**src/rtl/irqc_pkg.sv**
```systemverilog
package irqc_pkg;
  // Identification code of a node: base value plus position in the chain.
  function automatic int node_code(input int base, input int pos);
    return base + pos;
  endfunction
endpackage

```
**src/rtl/irqc_node.sv**
```systemverilog
module irqc_node #(
  parameter int CODE_W = 6,
  parameter logic [CODE_W-1:0] CODE = '0
) (
  input  logic              clk,
  input  logic              rst,
  input  logic              ie_wr,
  input  logic              ie_d,
  input  logic              irq_set,
  input  logic              ack_in,
  output logic              ack_out,
  output logic              req,
  output logic              take,
  output logic [CODE_W-1:0] code_o
);
  logic ie_q;
  logic irq_q;

  always_ff @(posedge clk) begin
    if (rst) begin
      ie_q  <= 1'b0;
      irq_q <= 1'b0;
    end else begin
      if (ie_wr) ie_q <= ie_d;
      if (irq_set)   irq_q <= 1'b1;
      else if (take) irq_q <= 1'b0;
    end
  end

  assign req     = irq_q & ie_q;
  assign take    = ack_in & req;
  assign ack_out = ack_in & ~req;
  assign code_o  = take ? CODE : '0;
endmodule

```
**src/rtl/irqc_code_or.sv**
```systemverilog
module irqc_code_or #(
  parameter int NODES  = 4,
  parameter int CODE_W = 6
) (
  input  logic [NODES*CODE_W-1:0] codes,
  output logic [CODE_W-1:0]       bus
);
  always_comb begin
    bus = '0;
    for (int k = 0; k < NODES; k++) bus = bus | codes[k*CODE_W +: CODE_W];
  end
endmodule

```
**src/rtl/irq_chain.sv**
```systemverilog
module irq_chain #(
  parameter int NODES     = 4,
  parameter int CODE_W    = 6,
  parameter int CODE_BASE = 32
) (
  input  logic              clk,
  input  logic              rst,
  input  logic              ie_wr,
  input  logic [NODES-1:0]  ie_data,
  input  logic [NODES-1:0]  irq_set,
  input  logic              inta,
  output logic              intr,
  output logic [CODE_W-1:0] code_bus,
  output logic              ack_tail
);
  localparam int CW = NODES * CODE_W;

  logic [NODES:0]    ack_link;
  logic [NODES-1:0]  req;
  logic [NODES-1:0]  take;
  logic [CW-1:0]     codes;

  assign ack_link[0] = inta;

  for (genvar i = 0; i < NODES; i++) begin : g_node
    localparam logic [CODE_W-1:0] NC = CODE_W'(irqc_pkg::node_code(CODE_BASE, i));
    irqc_node #(.CODE_W(CODE_W), .CODE(NC)) u_node (
      .clk     (clk),
      .rst     (rst),
      .ie_wr   (ie_wr),
      .ie_d    (ie_data[i]),
      .irq_set (irq_set[i]),
      .ack_in  (ack_link[i]),
      .ack_out (ack_link[i+1]),
      .req     (req[i]),
      .take    (take[i]),
      .code_o  (codes[i*CODE_W +: CODE_W])
    );
  end

  irqc_code_or #(.NODES(NODES), .CODE_W(CODE_W)) u_or (
    .codes (codes),
    .bus   (code_bus)
  );

  assign intr     = |req;
  assign ack_tail = ack_link[NODES];
endmodule

```
**config.mk**
```make
export PLATFORM = sky130hd
export DESIGN_NAME = irq_chain
export DESIGN_NICKNAME = d
export VERILOG_FILES = /design/src/rtl/irqc_pkg.sv /design/src/rtl/irqc_node.sv /design/src/rtl/irqc_code_or.sv /design/src/rtl/irq_chain.sv
export SDC_FILE = /design/constraint.sdc
export NUM_CORES = 1
export LEC_CHECK = 0
export ABC_AREA = 1
export BUFFER_PORTS_ARGS = -buffer_cell sky130_fd_sc_hd__buf_2
export CAP_MARGIN = 40
export CORE_AREA = 2 2 39 41
export CTS_CLUSTER_SIZE = 16
export DETAILED_ROUTE_END_ITERATION = 6
export DIE_AREA = 0 0 41 43
export SKIP_CTS_REPAIR_TIMING = 1
export SYNTH_ARGS = -nofsm -noshare
export SYNTH_HDL_FRONTEND = slang
export SYNTH_SLANG_ARGS = --single-unit
```
**constraint.sdc**
```tcl
create_clock -name clk -period 0.9 [get_ports clk]
set_input_delay 0.135 -clock clk [delete_from_list [all_inputs] [get_ports clk]]
set_output_delay 0.135 -clock clk [all_outputs]
set_load 0.01 [all_outputs]
```
* Word-level counts from Yosys, hierarchy flattened *
Index checks and enable logic that the tools add are counted.

storage, ports and cells
  register bits = 8
  bits in latches = 0
  memory bits (writable) = 0
  memory bits (read-only) = 0
  output and inout bits = 8
  logic and storage cells = 44
  memories kept = 0

cells by class
  $add $sub $neg = 0
  multipliers = 0
  divide/modulo/power cells = 0
  order comparisons = 0
  equality and inequality tests = 0
  shifts and indexed selects = 0
  multiplexer cells = 12
  bitwise operators = 19
  reduce and logical (&&, ||, !) cells = 5

operators with widths
  kind                count
  two-way mux 6 bit   4
  OR 6 bit            3
  AND 1 bit           12
  two-way mux 1 bit   8
  nonzero test 2 bit  4
  inverter 1 bit      4
  OR reduction 4 bit  1

* Longest topological paths before layout *
  word-level depth = 8
  gate-level depth with buffers = 6
  depth with buffers taken out = 6

* Modules after synthesis *
From an unflattened synthesis, not the netlist that was laid out.

second synthesis, totals
  cells, all modules = 105
  area, all modules = 669.4 um^2

modules (own cells, without submodules)
  module        times used  cells an instance  area an instance (um^2)  sequential area each (um^2)
  irqc_node     4           21                 147.6                    40.0
  irqc_code_or  1           18                 67.6                     0.0
  irq_chain     1           3                  11.3                     0.0

* Worst setup path after synthesis *
Ideal clock, no wire load.

  path type = register to output
  start point = register g_node[1].u_node.ie_q
  end point = output ack_tail
  arrival time = 0.783 ns
  data required time = 0.765 ns
  setup slack = -0.018 ns
  stages on the path, launching flop included = 4
  path buffers = 0
  path through = dfxtp_1 nand2_1 nand4_1 nor2_1

on the way
  longest elaborated chain between the ends = 5

RTL lines
  what                    RTL line         RTL
  start, declared         irqc_node.sv:16  logic ie_q;
  start signal, assigned  irqc_node.sv:24  if (ie_wr) ie_q <= ie_d;
  AND 1 bit               irqc_node.sv:30  assign req = irq_q & ie_q;
  inverter 1 bit          irqc_node.sv:32  assign ack_out = ack_in & ~req;
  AND 1 bit (3 in a row)  irqc_node.sv:32
  end, declared           irq_chain.sv:14  output logic ack_tail

No other way between the ends.

* Worst setup path in the final report *
  start point = register g_node[0].u_node.irq_q
  end point = output code_bus[5]

on the way
  longest elaborated chain between the ends = 8
  elaborated cells between the ends (all ways) = 16
  classes of those cells = 4 x mux; 12 x bitwise

RTL lines
  what                                             RTL line                             RTL
  start, declared                                  irqc_node.sv:17                      logic irq_q;
  start signal, assigned                           irqc_node.sv:22                      irq_q <= 1'b0;
  start signal, assigned                           irqc_node.sv:25                      if (irq_set) irq_q <= 1'b1;
  start signal, assigned                           irqc_node.sv:26                      else if (take) irq_q <= 1'b0;
  AND 1 bit (*)                                    irqc_node.sv:30
  inverter 1 bit                                   irqc_node.sv:32
  AND 1 bit                                        irqc_node.sv:32
  AND 1 bit, on equally long branches              irqc_node.sv:31, irqc_node.sv:32
  two-way mux 6 bit, or another cell as far along  irqc_node.sv:33                      assign code_o = take ? CODE : '0;
  OR 6 bit, or another cell as far along           irqc_code_or.sv:10                   for (int k = 0; k < NODES; k++) bus = bus | codes[k*CODE_W +: CODE_W];
  OR 6 bit or two-way mux 6 bit (tied branches)    irqc_code_or.sv:10, irqc_node.sv:33
  OR 6 bit (*)                                     irqc_code_or.sv:10
  end, declared                                    irq_chain.sv:13                      output logic [CODE_W-1:0] code_bus,

Every way passes the cells marked *; elsewhere a longest branch is shown, timed or not.

==> metrics.md <==
| Metric | Value |
|---|---|
| CTS buffer count | `3` |
| Clk Latency, worst-skew pair | `0.24 ns` |
| Synth cell types | `14` |
| Number of global-route vias before repair | `341` |
| Hpwl dp | `655.8 microns` |
| Final worst setup slack | `-0.3307 ns` |
| Yosys reg bits | `8` |
| TritonCTS clock tree | `yes` |
| Post-Syn Instances | `55` |
| Crit path buffers/inverters | `2` |
| Most common cell on crit path | `nand2_2` |
| CTS H-tree lvls | `1` |
| Global-route wire length before repair | `1290 microns` |
| FP Rows | `14` |
| Overflow after GRT | `0` |
| Die Ht | `43 microns` |
| Clock-pin slew on the worst setup and hold paths | `0.05 ns` |
| Worst EP required | `0.76 ns` |
| Tmin final | `1.231 ns` |
| CP Capture Type | `primary output` |
| Hold depth | `3` |
| Crit Path Class | `reg -> out` |
| Crit path DAT | `1.10 ns` |
| # setup viols final | `7` |
| Startpoint type of the worst setup path | `flip-flop` |
| Synthesis Warnings | `0` |
| Initial Utilization | `0.2857` |
| Netlist Area Pre-Place | `395.4 sq um` |
| Router iterations before antenna repair | `1` |
| GRT Util Overall | `0.1118` |
| Clock Sinks | `8` |
| Routed WL per cell | `7.989 microns` |
| Die X | `41 microns` |
| Max-Cap Viols | `0` |
| # diodes | `0` |
| Fmax | `812.5 MHz` |
| CP peak stage delay | `0.31 ns` |
| Via-to-Cell Ratio | `4.140` |
| Mean Syn Cell Area | `7.189 sq um` |
| Routed Antenna Nets | `0` |
| Layout cells sized above 1 | `0.5325` |
| Outcome | `finished with violations` |
| Critical path, cell by cell | `nand2_2 -> inv_2 -> nor2_4 -> nand2_2 -> nand4_1 -> buf_2` |
| Fillers | `161` |
| Die area | `1763 sq um` |
| First DRT Iteration DRCs | `0` |
| Root Buffer | `clkbuf_4` |
| Core footprint | `1384 sq um` |
| Initial antenna violation count | `0` |
| Power, Total | `788.5 uW` |
| Leak pwr | `0.2982 nW` |
| Clock buffer depth | `2` |
| Crit share post-route | `1.367` |
| Slowest-stage cell, CP | `dfxtp_2` |
| Largest net degree at the start of global routing | `9` |
| Levels on crit path | `6` |
| Final hold viol count | `0` |
| Post-layout net count | `91` |
| Pre-CTS WS | `-0.1144 ns` |
| Peak supply drop | `0.0008614 V` |
| Power per Cell Area | `1445 nW/um^2` |
| Seq/Total Area, Yosys | `0.4051` |
| Clock Skew | `0.005264 ns` |
| RePlAce Congestion | `0.6573` |
| Area growth syn-to-layout | `37.97%` |
| Cell depth of the worst flop-to-flop path | `7` |
| Failing checks | `setup timing` |
| RSZ-0062 raised after global routing | `true` |
| Maximum fanout along the worst path | `3` |
| Total wire length | `743 microns` |
| # port buffers | `16` |
| Via count | `385` |
| Top Family by Delay on Critical Path | `simple AND/OR/NAND/NOR gates` |
| Fin. max-slew vios | `0` |
| Hold WC Path Type | `in -> reg` |
| Hold Worst Slack | `0.1001 ns` |
| DRC | `0` |
| Boundary Pins | `20` |
## metal layers
metal  routed length, microns  GRT usage  share of wire  up-vias
li1                         -          -              -      212
met1                      326     0.1266           0.44      156
met2                      342     0.1688           0.46       15
met3                       63    0.01571          0.085        2
met4                       11     0.1000          0.015        0
met5                        0          0              0        -
## cells in the final DEF (no fill, tap or decap)
cell type / instances
dfxtp_1: 5
dfxtp_2: 3
inv_2: 2
nor2_4: 1
clkbuf_4: 3
nand4_1: 2
nand2_2: 7
nor2_2: 2
inv_1: 3
nor2_1: 4
nand2_1: 13
a21oi_1: 6
buf_4: 5
a21oi_2: 2
conb_1: 3
buf_2: 16
## cell families (layout without fill, tap and decap cells)
kind of cell | after synthesis | in the layout | synth area share
buf+inv | 9 | 29 | 0.1139
flops | 8 | 8 | 0.4051
compound gates | 8 | 8 | 0.1203
simple gates | 29 | 29 | 0.3513
other cells | 1 | 3 | 0.009485
## worst paths after layout
| kind | startpoint | end | slack, ns |
|---|---|---|---|
| max | g_node[0].u_node.irq_q | code_bus[5] | -0.33 |
| min | irq_set[2] | g_node[2].u_node.irq_q | 0.10 |
| max reg2reg | g_node[2].u_node.ie_q | g_node[3].u_node.irq_q | -0.08 |
| min reg2reg | g_node[3].u_node.ie_q | g_node[3].u_node.ie_q | 0.46 |
## final cells by class
class | count | area, sq um | area share
multi-input cells | 40 | 202.7 | 0.3716
flip-flops and latches | 8 | 163.9 | 0.3005
repair buffers | 21 | 117.6 | 0.2156
clock buffers | 3 | 22.52 | 0.04128
well taps | 16 | 20.02 | 0.03670
inverters | 5 | 18.77 | 0.03440
## power by group
part / internal [mW] / switching, mW / total, mW
clock: 0.152 / 0.107 / 0.259
sequential: 0.379 / 0.0139 / 0.393
combinational: 0.0663 / 0.0703 / 0.137
## cells in the mapped netlist (all sizes together)
library cell / count / area, sq um
nor2: 7 / 36.29
buf: 3 / 22.52
inv: 5 / 18.77
clkbuf: 1 / 3.750
a21oi: 8 / 47.55
nand2: 20 / 90.09
nand4: 2 / 12.51
conb: 1 / 3.750
dfxtp: 8 / 160.2
## flip-flops by register name (all words and copies together), names as in the netlist
register,count
g_node.u_node.ie_q,4
g_node.u_node.irq_q,4
## worst min-delay path: stages
cell and delay, ns:
buf_2 0.08, a21oi_2 0.03, nor2_1 0.06
## metrics by stage
step	TNS, ns	instance area [sq um]	std cells	utilization
floorplan	0	405.4	57	-
global route	-2.123	545.5	93	0.3942
global placement	-0.2871	509.2	89	0.3680
CTS	-1.702	531.8	92	0.3843
detailed placement	-0.3495	509.2	89	0.3680
finish	-1.513	545.5	93	0.3942
(Power assumes the default switching activity.)
